<file path="src/rtl/sar_pkg.sv">
// Package: shared format codes and helpers for the serial audio receiver.
// Assumes the format code is a 3-bit value; codes above 5 are reserved.
package sar_pkg;

    localparam logic [2:0] FMT_LJ   = 3'd0;
    localparam logic [2:0] FMT_I2S  = 3'd1;
    localparam logic [2:0] FMT_RJ16 = 3'd2;
    localparam logic [2:0] FMT_RJ24 = 3'd3;
    localparam logic [2:0] FMT_RJ20 = 3'd4;
    localparam logic [2:0] FMT_RJ18 = 3'd5;

    // True for a code that selects a defined framing.
    function automatic logic fmt_known(input logic [2:0] code);
        return code <= FMT_RJ18;
    endfunction

    // True for the right-justified framings.
    function automatic logic fmt_is_rj(input logic [2:0] code);
        return (code >= FMT_RJ16) && (code <= FMT_RJ18);
    endfunction

    // Word length of a right-justified framing; 24 for the others.
    function automatic int fmt_rj_width(input logic [2:0] code);
        case (code)
            FMT_RJ16: return 16;
            FMT_RJ20: return 20;
            FMT_RJ18: return 18;
            default:  return 24;
        endcase
    endfunction

endpackage

</file>
<file path="src/rtl/frame_tracker.sv">
// Frame tracker: follows the frame clock, flags each change of level and
// counts samples inside the current slot. Assumes lrck is already in the
// bit-clock domain. The first sample after reset only primes the history,
// so no change is reported against an unknown earlier level.
module frame_tracker #(
    parameter int IDX_W = 7
) (
    input  logic             clk,
    input  logic             rst_n,
    input  logic             lrck,
    output logic             edge_hit,
    output logic             lr_prev,
    output logic             slot_live,
    output logic [IDX_W-1:0] bit_idx
);

    localparam logic [IDX_W-1:0] IDX_MAX = {IDX_W{1'b1}};

    logic primed;

    // Frame clock change against the previous sample.
    always_comb edge_hit = primed && (lrck != lr_prev);

    // History, slot validity and saturating in-slot sample counter.
    always_ff @(posedge clk) begin
        if (!rst_n) begin
            primed    <= 1'b0;
            lr_prev   <= 1'b0;
            slot_live <= 1'b0;
            bit_idx   <= '0;
        end else begin
            primed  <= 1'b1;
            lr_prev <= lrck;
            if (edge_hit) begin
                slot_live <= 1'b1;
                bit_idx   <= IDX_W'(1);
            end else if (bit_idx != IDX_MAX) begin
                bit_idx <= bit_idx + 1'b1;
            end
        end
    end

endmodule

</file>
<file path="src/rtl/msb_capture.sv">
// MSB-first capture: builds an MSB-aligned word from the start of a slot,
// with no delay (left-justified) or one bit clock of delay (I2S). Bits
// beyond the word width are dropped; unreceived low bits stay zero.
// word_done is meaningful only in the cycle edge_hit is high; for the
// delayed framing it folds in the bit sampled on that edge.
module msb_capture #(
    parameter int WORD_W = 24,
    parameter int IDX_W  = 7
) (
    input  logic              clk,
    input  logic              rst_n,
    input  logic              sdata,
    input  logic              edge_hit,
    input  logic              delayed,
    input  logic [IDX_W-1:0]  bit_idx,
    output logic [WORD_W-1:0] word_done
);

    logic [WORD_W-1:0] acc;
    logic [IDX_W-1:0]  pos;
    logic              pos_ok;

    // Data bit position of the current sample within the slot.
    always_comb begin
        pos    = bit_idx - IDX_W'(delayed);
        pos_ok = (bit_idx >= IDX_W'(delayed)) && (int'(pos) < WORD_W);
    end

    // Accumulate sampled bits at their MSB-first positions.
    always_ff @(posedge clk) begin
        if (!rst_n) begin
            acc <= '0;
        end else if (edge_hit) begin
            acc <= delayed ? '0 : {sdata, {(WORD_W-1){1'b0}}};
        end else if (pos_ok) begin
            acc[WORD_W-1-int'(pos)] <= sdata;
        end
    end

    // Completed word, including a delayed last bit landing on the edge.
    always_comb begin
        word_done = acc;
        if (delayed && pos_ok) begin
            word_done[WORD_W-1-int'(pos)] = sdata;
        end
    end

endmodule

</file>
<file path="src/rtl/lsb_window.sv">
// LSB-anchored capture: keeps the most recent WORD_W samples so that, at a
// frame clock change, the bits just before it form a right-justified word.
// The selected width is sign-extended to WORD_W. Assumes the slot is at
// least as long as the chosen word.
module lsb_window #(
    parameter int WORD_W = 24
) (
    input  logic              clk,
    input  logic              rst_n,
    input  logic              sdata,
    input  logic [2:0]        fmt,
    output logic [WORD_W-1:0] word_done
);

    import sar_pkg::*;

    logic [WORD_W-1:0] hist;
    int                width;

    // Shift every sample in; the oldest falls off the top.
    always_ff @(posedge clk) begin
        if (!rst_n) begin
            hist <= '0;
        end else begin
            hist <= {hist[WORD_W-2:0], sdata};
        end
    end

    // Pick the word width and sign-extend from its top bit.
    always_comb begin
        width = fmt_rj_width(fmt);
        if (width > WORD_W) width = WORD_W;
        for (int b = 0; b < WORD_W; b++) begin
            word_done[b] = (b < width) ? hist[b] : hist[width-1];
        end
    end

endmodule

</file>
<file path="src/rtl/pair_assembler.sv">
// Pair assembler: on each captured slot, holds a left word until the
// following right word arrives, then presents both with a one-cycle strobe.
// A right word with no held left word is discarded.
module pair_assembler #(
    parameter int WORD_W = 24
) (
    input  logic              clk,
    input  logic              rst_n,
    input  logic              take,
    input  logic              is_left,
    input  logic [WORD_W-1:0] word,
    output logic [WORD_W-1:0] left_word,
    output logic [WORD_W-1:0] right_word,
    output logic              pair_valid
);

    logic [WORD_W-1:0] left_hold;
    logic              have_left;

    // Hold the left word, release the pair on the right word.
    always_ff @(posedge clk) begin
        if (!rst_n) begin
            left_hold  <= '0;
            have_left  <= 1'b0;
            left_word  <= '0;
            right_word <= '0;
            pair_valid <= 1'b0;
        end else begin
            pair_valid <= 1'b0;
            if (take) begin
                if (is_left) begin
                    left_hold <= word;
                    have_left <= 1'b1;
                end else if (have_left) begin
                    left_word  <= left_hold;
                    right_word <= word;
                    pair_valid <= 1'b1;
                    have_left  <= 1'b0;
                end
            end
        end
    end

endmodule

</file>
<file path="src/rtl/serial_audio_rx.sv">
// Serial audio receiver top: slave deserializer for stereo PCM on a
// bit clock / frame clock / data link, six selectable framings, 24-bit
// registered outputs with a pair strobe. Assumes lrck, sdata and fmt are
// launched on the falling bit clock edge and fmt is held during a stream.
module serial_audio_rx #(
    parameter int WORD_W   = 24,
    parameter int SLOT_MAX = 64
) (
    input  logic              bclk,
    input  logic              rst_n,
    input  logic              lrck,
    input  logic              sdata,
    input  logic [2:0]        fmt,
    output logic [WORD_W-1:0] left_word,
    output logic [WORD_W-1:0] right_word,
    output logic              pair_valid
);

    import sar_pkg::*;

    localparam int IDX_W = $clog2(SLOT_MAX) + 1;

    logic              edge_hit;
    logic              lr_prev;
    logic              slot_live;
    logic [IDX_W-1:0]  bit_idx;
    logic              delayed;
    logic [WORD_W-1:0] msb_word;
    logic [WORD_W-1:0] lsb_word;
    logic [WORD_W-1:0] sel_word;
    logic              is_left;
    logic              take;

    // Framing decode: delay, channel polarity, word source, capture enable.
    always_comb begin
        delayed  = (fmt == FMT_I2S);
        is_left  = lr_prev ^ delayed;
        sel_word = fmt_is_rj(fmt) ? lsb_word : msb_word;
        take     = edge_hit && slot_live && fmt_known(fmt);
    end

    frame_tracker #(.IDX_W(IDX_W)) u_track (
        .clk       (bclk),
        .rst_n     (rst_n),
        .lrck      (lrck),
        .edge_hit  (edge_hit),
        .lr_prev   (lr_prev),
        .slot_live (slot_live),
        .bit_idx   (bit_idx)
    );

    msb_capture #(.WORD_W(WORD_W), .IDX_W(IDX_W)) u_msb (
        .clk       (bclk),
        .rst_n     (rst_n),
        .sdata     (sdata),
        .edge_hit  (edge_hit),
        .delayed   (delayed),
        .bit_idx   (bit_idx),
        .word_done (msb_word)
    );

    lsb_window #(.WORD_W(WORD_W)) u_lsb (
        .clk       (bclk),
        .rst_n     (rst_n),
        .sdata     (sdata),
        .fmt       (fmt),
        .word_done (lsb_word)
    );

    pair_assembler #(.WORD_W(WORD_W)) u_pair (
        .clk        (bclk),
        .rst_n      (rst_n),
        .take       (take),
        .is_left    (is_left),
        .word       (sel_word),
        .left_word  (left_word),
        .right_word (right_word),
        .pair_valid (pair_valid)
    );

endmodule

</file>
<file path="config.mk">
export PLATFORM = sky130hd
export DESIGN_NAME = serial_audio_rx
export DESIGN_NICKNAME = d
export VERILOG_FILES = /design/src/rtl/sar_pkg.sv /design/src/rtl/frame_tracker.sv /design/src/rtl/msb_capture.sv /design/src/rtl/lsb_window.sv /design/src/rtl/pair_assembler.sv /design/src/rtl/serial_audio_rx.sv
export SDC_FILE = /design/constraint.sdc
export NUM_CORES = 1
export LEC_CHECK = 0
export ABC_AREA = 1
export ABC_CLOCK_PERIOD_IN_PS = 3000
export BUFFER_PORTS_ARGS = -buffer_cell sky130_fd_sc_hd__buf_4
export CAP_MARGIN = 10
export CELL_PAD_IN_SITES_DETAIL_PLACEMENT = 0
export CELL_PAD_IN_SITES_GLOBAL_PLACEMENT = 1
export CORE_AREA = 2 2 125 127
export DETAILED_ROUTE_END_ITERATION = 8
export DIE_AREA = 0 0 127 129
export PLACE_DENSITY = 0.79
export RECOVER_POWER = 25
export SYNTH_ARGS = -nofsm -noshare
export SYNTH_HDL_FRONTEND = slang
export SYNTH_SLANG_ARGS = --single-unit
</file>
<file path="constraint.sdc">
create_clock -name bclk -period 3 [get_ports bclk]
set_input_delay 0.3 -clock bclk [delete_from_list [all_inputs] [get_ports bclk]]
set_output_delay 0.3 -clock bclk [all_outputs]
set_load 0.005 [all_outputs]
</file>
# [Word-level counts from Yosys, hierarchy flattened]
# Index checks and enable logic that the tools add are counted.
# W data, S select, Z words.
[classes] add_sub_neg=4 magnitude_cmp=32 n_eq_ne=6 mux=42 n_bitwise=4 reduce_logical=13
[ops] cell="$mux W24" count=5
[ops] cell="$lt A32 B7 Y1 const B" count=2
[ops] cell="$lt A4 B5 Y1 const A" count=8
[ops] cell="$lt A5 B5 Y1 const A" count=8
[ops] cell="$ge A32 B1 Y1 const B" count=1
[ops] cell="$mux W1" count=32
[ops] cell="$bwmux W24" count=1
[ops] cell="$lt A3 B5 Y1 const A" count=4
[ops] cell="$pmux W4 S3" count=1
[ops] cell="$lt A1 B5 Y1 const A" count=2
[ops] cell="$lt A2 B5 Y1 const A" count=2
[ops] cell="$sub A5 B7 Y8 const A" count=1
[ops] cell="$add A7 B1 Y7 const B" count=1
[ops] cell="$ge A7 B1 Y1" count=1
[ops] cell="$logic_and A1 B1 Y1" count=7
[ops] cell="$lt A7 B5 Y1 const B" count=1
[ops] cell="$ne A7 B7 Y1 const B" count=1
[ops] cell="$sub A7 B1 Y7" count=1
[ops] cell="$eq A3 B3 Y1 const B" count=2
[ops] cell="$sub A5 B1 Y6 const B" count=1
[ops] cell="$bmux W1 S5" count=1
[ops] cell="$demux W1 S5" count=1
[ops] cell="$gt A5 B5 Y1 const B" count=1
[ops] cell="$mux W4" count=1
[ops] cell="12 further kinds" count=15
[totals] register_bits=132 in_bits=7 out_inout_bits=49 elab_cells=113

# [Logic depth before layout (Yosys ltp)]
# Gate-level depths: netlist (run 1).
[depth] ltp_word=10 mapped_depth=21 depth_no_buf=19

# [Hierarchy]
# From an unflattened synthesis (run 1), not the netlist that was laid out.
[unflattened] cells_unflattened=1002 area_unflattened_um2=6538.8
[by_module_without_submodules] mod="pair_assembler" n_inst=1 cells_each=417 area_per_inst_um2=2831.5 seq_area_each_um2=1481.4
[by_module_without_submodules] mod="msb_capture" n_inst=1 cells_each=307 area_per_inst_um2=1826.8 seq_area_each_um2=480.5
[by_module_without_submodules] mod="lsb_window" n_inst=1 cells_each=126 area_per_inst_um2=983.4 seq_area_each_um2=480.5
[by_module_without_submodules] mod="frame_tracker" n_inst=1 cells_each=62 area_per_inst_um2=471.7 seq_area_each_um2=200.2
[by_module_without_submodules] mod="serial_audio_rx" n_inst=1 cells_each=90 area_per_inst_um2=425.4 seq_area_each_um2=0.0

# [Least setup slack after synthesis (run 1)]
# No wires, ideal clock.
[synth_path] path_type="input -> register" start="input fmt[2]" end="register u_pair.left_hold[6]" setup_ns=0.109 arrival_time_ns=2.593 required_ns=2.891 setup_slack_ns=0.298 stages=20 n_path_buf=3 cell_sequence="buf_2 -> nor3_4 -> ha_1 -> ha_1 -> nand3_1 -> nand2_2 -> inv_2 -> ha_1 -> nor2_1 -> nand3_2 -> nor2_4 -> nand2_1 -> inv_2 -> buf_6 -> buf_4 -> nand3_1 -> nand2_1 -> nand3_1 -> nand2_1 -> inv_1"
[synth_via] elab_chain_cells=10 elab_cells_between_ends=33 cone_classes="add/sub (3); order compare (8); eq/ne (4); mux (11); bitwise (1); reduce/logical (6)"
[synth_rtl] element="start, declared" line_no="serial_audio_rx.sv:13" source="input logic [2:0] fmt,"
[synth_rtl] element="$eq A3 B1 Y1, or another cell as far along" line_no="serial_audio_rx.sv:36" source="delayed = (fmt == FMT_I2S);"
[synth_rtl] element="$sub A7 B1 Y7 or $pmux W4 S3 (tied branches)" line_no="msb_capture.sv:25, sar_pkg.sv:24"
[synth_rtl] element="$sub A5 B7 Y8 or $gt A5 B5 Y1 (tied branches)" line_no="msb_capture.sv:44, lsb_window.sv:32"
[synth_rtl] element="$ge A32 B1 Y1 (not written as such), or another cell as far along" line_no="msb_capture.sv:44" source="word_done[WORD_W-1-int'(pos)] = sdata;"
[synth_rtl] element="$logic_and A1 B1 Y1 (not written as such) or $sub A5 B1 Y6 (tied branches)" line_no="msb_capture.sv:44, lsb_window.sv:34"
[synth_rtl] element="$mux W1 (not written as such) or $bmux W1 S5 (tied branches)" line_no="msb_capture.sv:44, lsb_window.sv:34"
[synth_rtl] element="$demux W1 S5 or $mux W1 (tied branches)"
[synth_rtl] element="$bwmux W24 or $mux W1 (tied branches)" line_no="msb_capture.sv:44, lsb_window.sv:34"
[synth_rtl] element="$mux W24 or $mux W1 (tied branches)" line_no="msb_capture.sv:43, lsb_window.sv:34"
[synth_rtl] element="$mux W24" line_no="serial_audio_rx.sv:38" source="sel_word = fmt_is_rj(fmt) ? lsb_word : msb_word;"
[synth_rtl] element="end signal, assigned" line_no="pair_assembler.sv:32" source="left_hold <= word;"
[synth_rtl] element="end, declared" line_no="pair_assembler.sv:17" source="logic [WORD_W-1:0] left_hold;"
# Several ways; a longest one is shown, not always the timed one. The select of a mux whose other input is x is not followed.
# A chain may end at the register's enable or synchronous reset.

# [Final worst setup path (run 1)]
[layout_path] start="register u_track.bit_idx[0]" end="register u_pair.left_hold[9]"
[layout_via] elab_chain_cells=9 elab_cells_between_ends=14 cone_classes="add/sub (2); order compare (4); mux (5); reduce/logical (3)"
[layout_rtl] element="start, declared" line_no="frame_tracker.sv:14" source="output logic [IDX_W-1:0] bit_idx"
[layout_rtl] element="start signal, assigned" line_no="frame_tracker.sv:38" source="bit_idx <= bit_idx + 1'b1;"
[layout_rtl] element="$sub A7 B1 Y7" line_no="msb_capture.sv:25" source="pos = bit_idx - IDX_W'(delayed);"
[layout_rtl] element="$sub A5 B7 Y8" line_no="msb_capture.sv:44"
[layout_rtl] element="$ge A32 B1 Y1 (not written as such) or $lt A32 B7 Y1 (tied branches)" line_no="msb_capture.sv:44"
[layout_rtl] element="$logic_and A1 B1 Y1 (not written as such)" line_no="msb_capture.sv:44"
[layout_rtl] element="$mux W1 (not written as such)" line_no="msb_capture.sv:44"
[layout_rtl] element="$demux W1 S5"
[layout_rtl] element="$bwmux W24" line_no="msb_capture.sv:44"
[layout_rtl] element="$mux W24 *" line_no="msb_capture.sv:43" source="if (delayed && pos_ok) begin"
[layout_rtl] element="$mux W24 *" line_no="serial_audio_rx.sv:38"
# Mark *: on every way between the ends. The rest lies on a longest branch, timed or not.

==> flow_summary.rst, run 1 <==
.. list-table::
   :header-rows: 1

   * - Metric
     - Value
   * - Std-Cell Core Area
     - 14980 µm²
   * - Floorplan die width
     - 127 µm
   * - Overall via count from detail_route
     - 5983
   * - Max Transition Viols Final
     - 53
   * - Worst-path clk slew
     - 60 ps
   * - Final ANT Viol Nets
     - 0
   * - Reported net switching power
     - 0.001061 W
   * - Total congestion overflow after global routing
     - 0
   * - Cell Pwr Density
     - 561.7 nW/µm²
   * - Sort of element at the start of the critical path
     - register
   * - Row cnt
     - 45
   * - Detailed-route wire length per cell
     - 14.85 µm
   * - Area of the die
     - 16380 µm²
   * - Detailed-routed wire length on met2
     - 7.856 mm
   * - Worst max-slew margin expressed relative to the limit
     - -0.5757
   * - Gate power share
     - 0.078
   * - CTS tree
     - built
   * - Weighted congestion reported at the end of routability-driven placement
     - 0.8023
   * - Count of flip-flops with a built-in enable after synthesis
     - 0
   * - Post-route clock skew
     - 8.525 ps
   * - Highest ir drop seen on vdd
     - 0.4000 mV
   * - Outcome
     - finished with violations
   * - Clock tree sinks
     - 132
   * - Yosys Warn Count
     - 0
   * - Post-detail-place hpwl
     - 11.36 mm
   * - Post-synthesis net count
     - 956
   * - Max Clock Freq
     - 357.6 MHz
   * - Boundary pin count
     - 56
   * - Worst setup slack before clock tree synthesis
     - 141.4 ps
   * - Post-layout worst setup margin
     - 203.8 ps
   * - Commonest cells in the netlist
     - nand2_1, nor2_1, dfxtp_1, inv_1, nand3_1
   * - Cell area after layout
     - 7605 µm²
   * - Primary flip-flop cell chosen by synthesis mapping
     - dfxtp_1
   * - Die extent in y
     - 129 µm
   * - Sequential cell area fraction in the yosys report
     - 0.4132
   * - Count of input and output buffers
     - 55
   * - Setup Total Neg Slack
     - 0 ps
   * - Area growth, synth to finish
     - 18.92%
   * - Design Power
     - 0.004272 W
   * - Netlist cell types
     - 28
   * - Max-cap violation count
     - 1
   * - Met3 WL post-DR
     - 702 µm
   * - CTS H-Tree Depth
     - 4
   * - Maximum number of pins on one net before global-route repair
     - 53
   * - Min Clock Period, post-route
     - 2796 ps
   * - Peak per-stage delay on the critical path
     - 370 ps
   * - Number of antenna violations at the first check in global routing
     - 0
   * - Top cell type's share of synthesized area
     - 0.4132
   * - Share of flip-flops with an asynchronous set or reset after synthesis
     - 0
   * - Routed WL
     - 17.58 mm
   * - Share of final-layout standard cells stronger than drive strength 1
     - 0.1235
   * - Number of DRC markers after the initial detailed-route iteration
     - 315
   * - Top Metal Used
     - met4
   * - Min-delay worst type
     - primary input to register
   * - Syn Inst Count
     - 941
   * - Net switching fraction of the power
     - 0.2483
   * - Synth area leaders
     - dfxtp_1, nand2_1, nor2_1, nand3_1, inv_1
   * - Post-Route M1 WL
     - 8.723 mm
   * - Clk Tree Root Cell
     - clkbuf_16
   * - # diodes
     - 0
   * - Count leader, synth
     - nand2_1
   * - Nets@finish
     - 998
   * - Critical path fanouts, max
     - 17
   * - Ratio of routed vias to standard cells
     - 5.053
   * - Final critical-path share of the clock period
     - 0.9321
   * - Worst path slowest cell
     - dfxtp_1
   * - Placed cell areas
     - 6914 µm²
   * - CTS Buffer Depth
     - 2
   * - Vias in the first global route
     - 5493
   * - Part of the total power dissipated in sequential elements
     - 0.417
   * - Post-synthesis instance area
     - 6395 µm²
   * - Internal portion of total power
     - 0.003211 W
   * - Violations in the final reports
     - capacitance limit, slew limit
   * - Leakage power figure
     - 3.485 nW
   * - Global router's overall resource usage
     - 0.2166
   * - Count of endpoints failing setup in the final report
     - 0
   * - Residual DRC
     - 0
   * - Average cell area after synthesis
     - 6.796 µm²
   * - Wire length of the first global-routing pass
     - 28.02 mm
   * - Initial core utilization
     - 0.4270
   * - Actual slew at the worst max-slew pin
     - 2364 ps
   * - Final Hold Vio Count
     - 0
   * - Critical path data required time
     - 3360 ps
   * - Drt pass-1 iters
     - 5
   * - Inserted Clock Buffers
     - 17
   * - Area leader, netlist
     - dfxtp_1
   * - Data arrival time of the critical path
     - 3160 ps
   * - Startpoint-to-endpoint class of the critical path
     - register to register
   * - CP Capture Type
     - register
   * - Ordered list of cells on the worst path
     - inv_1 > ha_1 > ha_1 > buf_4 > nand2_1 > nand2_1 > nand2_2 > inv_2 > ha_1 > nor2_1 > nand3_2 > nor2_4 > buf_4 > clkbuf_16 > nand4_1 > nand3_1 > nand2_1 > nand3_1 > nand2_1 > inv_1
   * - Clock network fraction of total power
     - 0.505
   * - Clock latency reported for the late side of the worst-skew pair
     - 420 ps
   * - Most prevalent standard cell on the critical path
     - nand2_1
   * - Total of flip-flops plus latches after synthesis
     - 132
## sequential cells by signal (all words and copies together), names as in the netlist
name               cells
u_pair.right_word     24
u_track.bit_idx        7
u_pair.left_hold      24
u_track.slot_live      1
u_pair.have_left       1
u_track.lr_prev        1
u_pair.left_word      24
u_msb.acc             24
u_pair.pair_valid      1
u_lsb.hist            24
u_track.primed         1
## cells by family after synthesis
| family | synth area share |
|---|---|
| xor gates and xnor gates | 0.004110 |
| and+or+nand+nor | 0.3504 |
| DFF | 0.4132 |
| AOI/OAI and AO/OA | 0.09783 |
| adders and majority gates | 0.01565 |
| buffers and inverters | 0.1188 |
## worst paths after layout
| kind | from | to | slack [ps] | cells after the start |
|---|---|---|---|---|
| max reg2reg | u_track.bit_idx[0] | u_pair.left_hold[9] | 200 | 20 |
| min reg2reg | u_lsb.hist[8] | u_lsb.hist[9] | 420 | 2 |
| max | u_track.bit_idx[0] | u_pair.left_hold[9] | 200 | 20 |
| min | lrck | u_track.lr_prev | 80 | 3 |
## per-stage QoR
| stage | util | hold WS [ps] | cells |
|---|---|---|---|
| 3_3_place_gp | 0.4617 | 415.5 | 1148 |
| 3_5_place_dp | 0.4617 | 414.5 | 1148 |
| 2_1_floorplan | - | 327.7 | 941 |
| 4_1_cts | 0.5027 | 68.51 | 1180 |
| 5_1_grt | 0.5078 | 92.36 | 1184 |
| 6_report | 0.5078 | 80.63 | 1184 |
## layout make-up
cell class	instances	area [µm²]
clock buffer	18	439.2
timing repair buffer	78	664.4
sequential	132	2643
clock inverter	14	175.2
multi-input combinational	634	2995
fill	1548	7372
tap	188	235.2
inverter	120	452.9
## repair_timing
action | CTS | global route
buffers inserted | 0 | 1
hold buffers | 0 | 0
endpoints found under the setup margin | 0 | 7
hold endpoints to repair | 0 | 0
resized for setup | 0 | 2
## layer usage
| metal | global-route usage | vias to the layer above |
|---|---|---|
| li1 | - | 3087 |
| met4 | 0.07369 | 0 |
| met1 | 0.3076 | 2743 |
| met2 | 0.3387 | 132 |
| met3 | 0.03202 | 21 |
| met5 | 0 | - |
## cell usage in the layout, fill, tap and decap left out, drive strengths merged, types with 2 or more instances in the layout
| master | n |
|---|---|
| nand2 | 209 |
| nor2 | 162 |
| dfxtp | 132 |
| inv | 123 |
| nand3 | 117 |
| buf | 58 |
| clkbuf | 38 |
| o21ai | 32 |
| nand4 | 30 |
| o21a | 24 |
| a211oi | 23 |
| a21oi | 20 |
| ha | 8 |
| clkinv | 5 |
| clkinvlp | 3 |
| bufinv | 3 |
| nor3 | 3 |
| xor2 | 2 |
| a31oi | 2 |
## power by group through the flow
| stage | clock [W] | combinational, W | sequential, W |
|---|---|---|---|
| 2_1_floorplan | 0 | 0.000225 | 0.00182 |
| 3_3_place_gp | 0 | 0.000314 | 0.00182 |
| 3_5_place_dp | 0 | 0.000314 | 0.00182 |
| 4_1_cts | 0.00220 | 0.000315 | 0.00178 |
| 5_1_grt | 0.00227 | 0.000368 | 0.00178 |
| 6_report | 0.00216 | 0.000333 | 0.00178 |
## worst max-delay path: cells and delay by family (launching register included)
family / cells / cell delay (ps)
adder cells (fa/ha/maj): 3 / 580
flip-flops: 1 / 370
buffers and inverters: 6 / 660
AND/OR/NAND/NOR: 11 / 1130
Note: power is estimated with default switching activity, not from simulation.
==> inputs of run 2 (changes only) <==
Settings changed: ABC_CLOCK_PERIOD_IN_PS 3000 to 3100, SLEW_MARGIN set to 20.
Clock period 3 ns to 3.1 ns, I/O delays scaled along.
==> run 2 against run 1 <==
  * The run still ends with capacitance limit, slew limit left
  * First-iteration DRC count rose by 47%
  * Clock power fell by 2%
  * Worst setup slack improved by 99 ps
  * Flip-flop and latch count did not move
  * Non-clock buffer count fell by 4
  * Critical path depth did not move
  * Sequential power fell by 3%
  * Design area fell by 0.74%
  * Global-route usage fell by 0.35 points
  * Largest cell class unchanged
==> flow_summary.rst, run 2 (same netlist as run 1, synthesis figures left out) <==
.. list-table::
   :header-rows: 1

   * - Metric
     - Value
   * - Outcome
     - finished with violations
   * - Violations in the final reports
     - capacitance limit, slew limit
   * - Number of antenna violations at the first check in global routing
     - 0
   * - Met3 WL post-DR
     - 777 µm
   * - Inserted Clock Buffers
     - 17
   * - Min-delay worst type
     - primary input to register
   * - Number of resized instances in the post-cts repair step
     - 0
   * - Actual slew at the worst max-slew pin
     - 2203 ps
   * - Setup Total Neg Slack
     - 0 ps
   * - Die extent in y
     - 129 µm
   * - Placed Instances
     - 1148
   * - Endpoint of the lowest-slack register-to-register path
     - u_pair.right_word[17]
   * - Overall via count from detail_route
     - 5922
   * - Critical path fanouts, max
     - 20
   * - Final critical-path share of the clock period
     - 0.9023
   * - Part of the total power dissipated in sequential elements
     - 0.418
   * - Top library cells by usage in the layout, fill and taps aside
     - nand2_1, nor2_1, dfxtp_1
   * - Final Instance Count excl. Fillers
     - 1180
   * - CTS H-Tree Depth
     - 4
   * - Row cnt
     - 45
   * - Post-Route M1 WL
     - 8.260 mm
   * - Number of hold-repair buffers added at the cts stage
     - 0
   * - Area growth, synth to finish
     - 18.04%
   * - Clk Tree Root Cell
     - clkbuf_16
   * - Post-route clock skew
     - 9.024 ps
   * - CTS tree
     - built
   * - Detailed-routed wire length on met2
     - 7.374 mm
   * - Clock tree sinks
     - 132
   * - Sort of element at the start of the critical path
     - register
   * - Hold Path Origin
     - lrck
   * - Gate power share
     - 0.072
   * - Global router's overall resource usage
     - 0.2132
   * - Nets@finish
     - 994
   * - Internal portion of total power
     - 0.003089 W
   * - Cell area after layout
     - 7548 µm²
   * - Weighted congestion reported at the end of routability-driven placement
     - 0.8464
   * - Clock latency reported for the late side of the worst-skew pair
     - 420 ps
   * - Min Clock Period, post-route
     - 2797 ps
   * - Drt pass-1 iters
     - 5
   * - Design Power
     - 0.004131 W
   * - Final ANT Viol Nets
     - 0
   * - Worst setup slack before clock tree synthesis
     - 164.7 ps
   * - Data arrival time of the critical path
     - 3120 ps
   * - Vias in the first global route
     - 5455
   * - Initial core utilization
     - 0.4270
   * - Ratio of routed vias to standard cells
     - 5.019
   * - Wire length of the first global-routing pass
     - 27.73 mm
   * - Worst max-slew margin expressed relative to the limit
     - -0.4686
   * - Clock network fraction of total power
     - 0.510
   * - Count of input and output buffers
     - 55
   * - Boundary pin count
     - 56
   * - Total congestion overflow after global routing
     - 0
   * - Max Clock Freq
     - 357.5 MHz
   * - Number of DRC markers after the initial detailed-route iteration
     - 463
   * - Max Transition Viols Final
     - 53
   * - Worst-path clk slew
     - 60 ps
   * - Most frequent standard cell in the layout excluding fill and tap cells
     - nand2_1
   * - Net switching fraction of the power
     - 0.2522
   * - Worst reg-to-reg setup slack
     - 300 ps
   * - RSZ-0062 raised after global routing
     - false
   * - Number of cells on the worst reg-to-reg path
     - 20
   * - Cell Pwr Density
     - 547.3 nW/µm²
   * - Hold-critical path endpoint
     - u_track.lr_prev
   * - Residual DRC
     - 0
   * - Floorplan die width
     - 127 µm
   * - Std-Cell Core Area
     - 14980 µm²
   * - Area of the die
     - 16380 µm²
   * - Top Metal Used
     - met4
   * - Post-detail-place hpwl
     - 11.37 mm
   * - Leakage power figure
     - 3.456 nW
   * - Share of final-layout standard cells stronger than drive strength 1
     - 0.1179
   * - CTS Buffer Depth
     - 2
   * - Startpoint-to-endpoint class of the critical path
     - register to register
   * - Max-cap violation count
     - 1
   * - Placed cell areas
     - 6939 µm²
   * - Hold path depth
     - 3
   * - Reported net switching power
     - 0.001042 W
   * - Critical R2R Launch
     - u_track.bit_idx[0]
   * - Routed WL
     - 16.57 mm
   * - Post-CTS setup repair buffer count
     - 0
   * - # diodes
     - 0
   * - CP Capture Type
     - register
   * - Post-layout worst setup margin
     - 302.8 ps
   * - Maximum number of pins on one net before global-route repair
     - 53
   * - Highest ir drop seen on vdd
     - 0.3570 mV
   * - Detailed-route wire length per cell
     - 14.04 µm
   * - Critical path data required time
     - 3430 ps
   * - Final Hold Vio Count
     - 0
   * - Count of endpoints failing setup in the final report
     - 0
-- run 2: cell count changes in the layout (fill, tap and decap cells not counted) --
cell	previous run	this run
buf_12	3	5
buf_4	55	49
clkbuf_16	20	17
clkbuf_4	14	17
clkbuf_8	1	0
clkinv_2	2	0
clkinv_4	3	4
clkinvlp_4	3	2
inv_1	115	116
inv_4	1	0
inv_6	3	5
inv_8	0	1
nand2_1	207	208
nand2_2	2	1
-- run 2: worst max path at each step --
stage	start	end	cells after the start
6_report	u_track.bit_idx[0]	u_pair.right_word[17]	20
5_1_grt	u_track.bit_idx[0]	u_pair.left_hold[1]	20
4_1_cts	u_track.bit_idx[0]	u_pair.right_word[1]	20
3_5_place_dp	fmt[2]	u_pair.right_word[17]	19
3_3_place_gp	fmt[2]	u_pair.right_word[1]	19
2_1_floorplan	fmt[2]	u_pair.left_hold[6]	20
-- run 2: layer usage --
| metal | vias to the layer above | GRT usage |
|---|---|---|
| met5 | - | 0 |
| li1 | 3085 | - |
| met3 | 14 | 0.04283 |
| met1 | 2692 | 0.2970 |
| met2 | 131 | 0.3409 |
| met4 | 0 | 0.05301 |
-- run 2: layout make-up --
type                       count  area, µm²
clock inverter                15      195.2
tap                          188      235.2
fill                        1546       7428
clock buffer                  17      425.4
inverter                     120      450.4
timing repair buffer          74      606.8
multi-input combinational    634       2993
sequential                   132       2643
-- run 2: power by group through the flow --
stage	Sequential, W	Combinational, W	Clock, W
after global placement	0.00176	0.000300	0
after floorplan	0.00176	0.000218	0
after global routing	0.00173	0.000337	0.00223
after detailed placement	0.00176	0.000299	0
final	0.00172	0.000299	0.00211
after CTS	0.00172	0.000301	0.00216
-- run 2: stage by stage --
stage / utilization / hold slack, ps
3_3_place_gp: 0.4633 / 413.4
6_report: 0.5040 / 99.23
2_1_floorplan: - / 337.7
5_1_grt: 0.5040 / 115.9
3_5_place_dp: 0.4633 / 418.6
4_1_cts: 0.5048 / 87.27
-- run 2: critical path, stage by stage, from the launching register on --
cell and delay [ps]:
dfxtp_1 370, inv_1 80, ha_1 210, ha_1 190, buf_4 150, nand2_1 60
nand2_1 60, nand2_2 100, inv_2 50, ha_1 180, nor2_1 120, nand3_2 100
nor2_4 120, nand2_1 70, inv_2 230, buf_12 200, nand3_1 80, nand2_1 70
nand3_1 130, nand2_1 90, inv_1 30
==> inputs of run 3 (changes only) <==
Settings changed: ABC_AREA 1 to unset, CORE_AREA 2 2 125 127 to 2 2 122 124, DIE_AREA 0 0 127 129 to 0 0 124 126, PLACE_DENSITY 0.79 to 0.78.
==> run 3 against run 2 <==
  * The flow now finishes without violations
  * Die area down 4.6%
  * Flip-flop and latch count unchanged
  * Synthesized cell count down 23%
  * Synthesized area down 1.3%
  * Hold slack better by 16 ps
  * Power down 4.2%
  * Register-to-register slack worse by 90 ps
  * Via count down 3.3%
  * Maximum frequency down 3.0%
  * Critical endpoint is now u_msb.acc[7]
  * Largest cell class unchanged
==> flow_summary.rst, run 3 <==
.. list-table::
   :header-rows: 1

   * - Metric
     - Value
   * - Top cell type's share of synthesized area
     - 0.4185
   * - # diodes
     - 0
   * - Overall via count from detail_route
     - 5727
   * - Row cnt
     - 44
   * - Number of antenna violations at the first check in global routing
     - 0
   * - Final Instance Count excl. Fillers
     - 983
   * - Primary flip-flop cell chosen by synthesis mapping
     - dfxtp_1
   * - Total congestion overflow after global routing
     - 0
   * - Boundary pin count
     - 56
   * - Inserted Clock Buffers
     - 17
   * - Startpoint of the worst setup timing path
     - u_track.bit_idx[0]
   * - Max Transition Viols Final
     - 0
   * - Maximum number of pins on one net before global-route repair
     - 71
   * - Met2 Usage GRT
     - 0.3601
   * - Yosys Warn Count
     - 0
   * - Min Clock Period, post-route
     - 2883 ps
   * - Area leader, netlist
     - dfxtp_1
   * - Share of final-layout standard cells stronger than drive strength 1
     - 0.2015
   * - Average cell area after synthesis
     - 8.661 µm²
   * - RSZ-0062 raised after global routing
     - false
   * - Count of endpoints failing setup in the final report
     - 0
   * - Highest ir drop seen on vdd
     - 0.3271 mV
   * - Clk Tree Root Cell
     - clkbuf_16
   * - Initial core utilization
     - 0.4411
   * - Residual DRC
     - 0
   * - Syn Inst Count
     - 729
   * - Destination of the critical timing path
     - u_msb.acc[7]
   * - Data arrival time of the critical path
     - 3220 ps
   * - Global Route met1 Usage
     - 0.3003
   * - Clock tree sinks
     - 132
   * - Area growth, synth to finish
     - 21.03%
   * - CTS tree
     - built
   * - Sort of element at the start of the critical path
     - register
   * - Cell Pwr Density
     - 517.8 nW/µm²
   * - Minimum hold slack
     - 115.7 ps
   * - Final ANT Viol Nets
     - 0
   * - Wire length of the first global-routing pass
     - 27.77 mm
   * - Sequential cell area fraction in the yosys report
     - 0.4185
   * - Post-layout worst setup margin
     - 216.6 ps
   * - Critical R2R Launch
     - u_track.bit_idx[0]
   * - Number of cells on the worst reg-to-reg path
     - 11
   * - Max-cap violation count
     - 0
   * - Synth area leaders
     - dfxtp_1, nand2_1, nand3_1, a21boi_0, o21ai_0
   * - Worst setup slack before clock tree synthesis
     - -122.7 ps
   * - Met3 capacity usage during global routing
     - 0.04665
   * - Drt pass-1 iters
     - 5
   * - Die extent in y
     - 126 µm
   * - Weighted congestion reported at the end of routability-driven placement
     - 0.8495
   * - Clock latency reported for the late side of the worst-skew pair
     - 420 ps
   * - Total of flip-flops plus latches after synthesis
     - 132
   * - Outcome
     - completed
   * - CTS Buffer Depth
     - 2
   * - Final critical-path share of the clock period
     - 0.9301
   * - Global router's overall resource usage
     - 0.2265
   * - Count of input and output buffers
     - 55
   * - Most frequent standard cell in the layout excluding fill and tap cells
     - dfxtp_1
   * - Floorplan die width
     - 124 µm
   * - Share of flip-flops with an asynchronous set or reset after synthesis
     - 0
   * - Detailed-route wire length per cell
     - 17.02 µm
   * - Actual slew at the worst max-slew pin
     - 701.0 ps
   * - Count leader, synth
     - dfxtp_1
   * - Std-Cell Core Area
     - 14310 µm²
   * - Critical path data required time
     - 3440 ps
   * - Count of flip-flops with a built-in enable after synthesis
     - 0
   * - CTS H-Tree Depth
     - 4
   * - Post-synthesis net count
     - 744
   * - CP Capture Type
     - register
   * - Vias in the first global route
     - 5503
   * - Max Clock Freq
     - 346.8 MHz
   * - Routed WL
     - 16.73 mm
   * - Worst-path clk slew
     - 60 ps
   * - Final Hold Vio Count
     - 0
   * - Endpoint of the lowest-slack register-to-register path
     - u_msb.acc[7]
   * - Number of fill cells
     - 1348
   * - Post-route clock skew
     - 10.97 ps
   * - Leakage power figure
     - 2.841 nW
   * - Nets@finish
     - 802
   * - Post-detail-place hpwl
     - 11.57 mm
   * - Startpoint-to-endpoint class of the critical path
     - register to register
   * - Hold path depth
     - 2
   * - Number of DRC markers after the initial detailed-route iteration
     - 422
   * - Critical path fanouts, max
     - 12
   * - Min-delay worst type
     - primary input to register
   * - Post-synthesis instance area
     - 6314 µm²
   * - Ratio of routed vias to standard cells
     - 5.826
   * - Area of the die
     - 15620 µm²
   * - Netlist cell types
     - 60
   * - Top library cells by usage in the layout, fill and taps aside
     - dfxtp_1, buf_4, nand2_1
   * - Worst max-slew margin expressed relative to the limit
     - 0.5327
   * - Commonest cells in the netlist
     - dfxtp_1, nand2_1, clkbuf_1, nand3_1, o21ai_0
   * - Placed Instances
     - 949
   * - Worst reg-to-reg setup slack
     - 220 ps
   * - Global-route layer with the greatest usage
     - met2
run 3: worst min-delay path by stage:
stage                      end           from  slack, ps
6_report       u_track.lr_prev           lrck        120
5_1_grt        u_track.lr_prev           lrck        110
4_1_cts        u_track.lr_prev           lrck        100
3_5_place_dp     u_lsb.hist[7]  u_lsb.hist[6]        440
3_3_place_gp     u_lsb.hist[7]  u_lsb.hist[6]        430
2_1_floorplan   u_track.primed          rst_n        340
run 3: layout make-up:
type,count,area (µm²),share of cell area
clock buffers,24,501.7,0.06566
clock inverters,7,47.55,0.006222
inverters,9,33.78,0.004421
multi-input cells,522,3412,0.4465
flip-flops and latches,132,2643,0.3458
well taps,184,230.2,0.03013
repair buffers,105,773.2,0.1012
run 3: logic make-up (layout without fill, tap and decap cells):
kind of cell,after synthesis,in the layout,share of synthesized area
AOI/OAI and AO/OA,197,197,0.2259
xor gates and xnor gates,9,9,0.01249
adders and majority gates,8,8,0.01585
buffers and inverters,75,145,0.04895
DFF,132,132,0.4185
muxes,21,21,0.03865
and+or+nand+nor,287,287,0.2396
run 3: stage by stage:
step,TNS (ps),util,area (µm²),total power [W]
6_report,0,0.5338,7641,0.003957
2_1_floorplan,-273.6,-,6354,0.002009
3_5_place_dp,-2262,0.4934,7063,0.002144
5_1_grt,0,0.5338,7641,0.004124
3_3_place_gp,-397.8,0.4934,7063,0.002134
4_1_cts,0,0.5318,7612,0.003983
run 3: per-layer routing:
metal  wire [µm]  vias to the layer above
li1            -                     2775
met1        7709                     2759
met2        7857                      172
met3         907                       21
met4         252                        0
met5           0                        -
run 3: worst max-delay path: stages (launching register included):
cell	delay (ps)
dfxtp_1	350
inv_1	70
ha_2	170
or3b_1	410
buf_4	180
o31ai_4	170
buf_4	150
and4_1	300
buf_4	230
nand3_1	240
or3_1	360
a21boi_0	170
run 3: power breakdown:
group	internal (W)	total, W	switching (W)
clock	0.00112	0.00184	0.000717
combinational	0.000132	0.000394	0.000263
sequential	0.00171	0.00172	0.0000114
run 3: what timing repair did:
action                                  4_1_cts  5_1_grt
endpoints found under the setup margin        0       10
buffers inserted                              0        3
hold buffers                                  0        0
resized for setup                             0        4
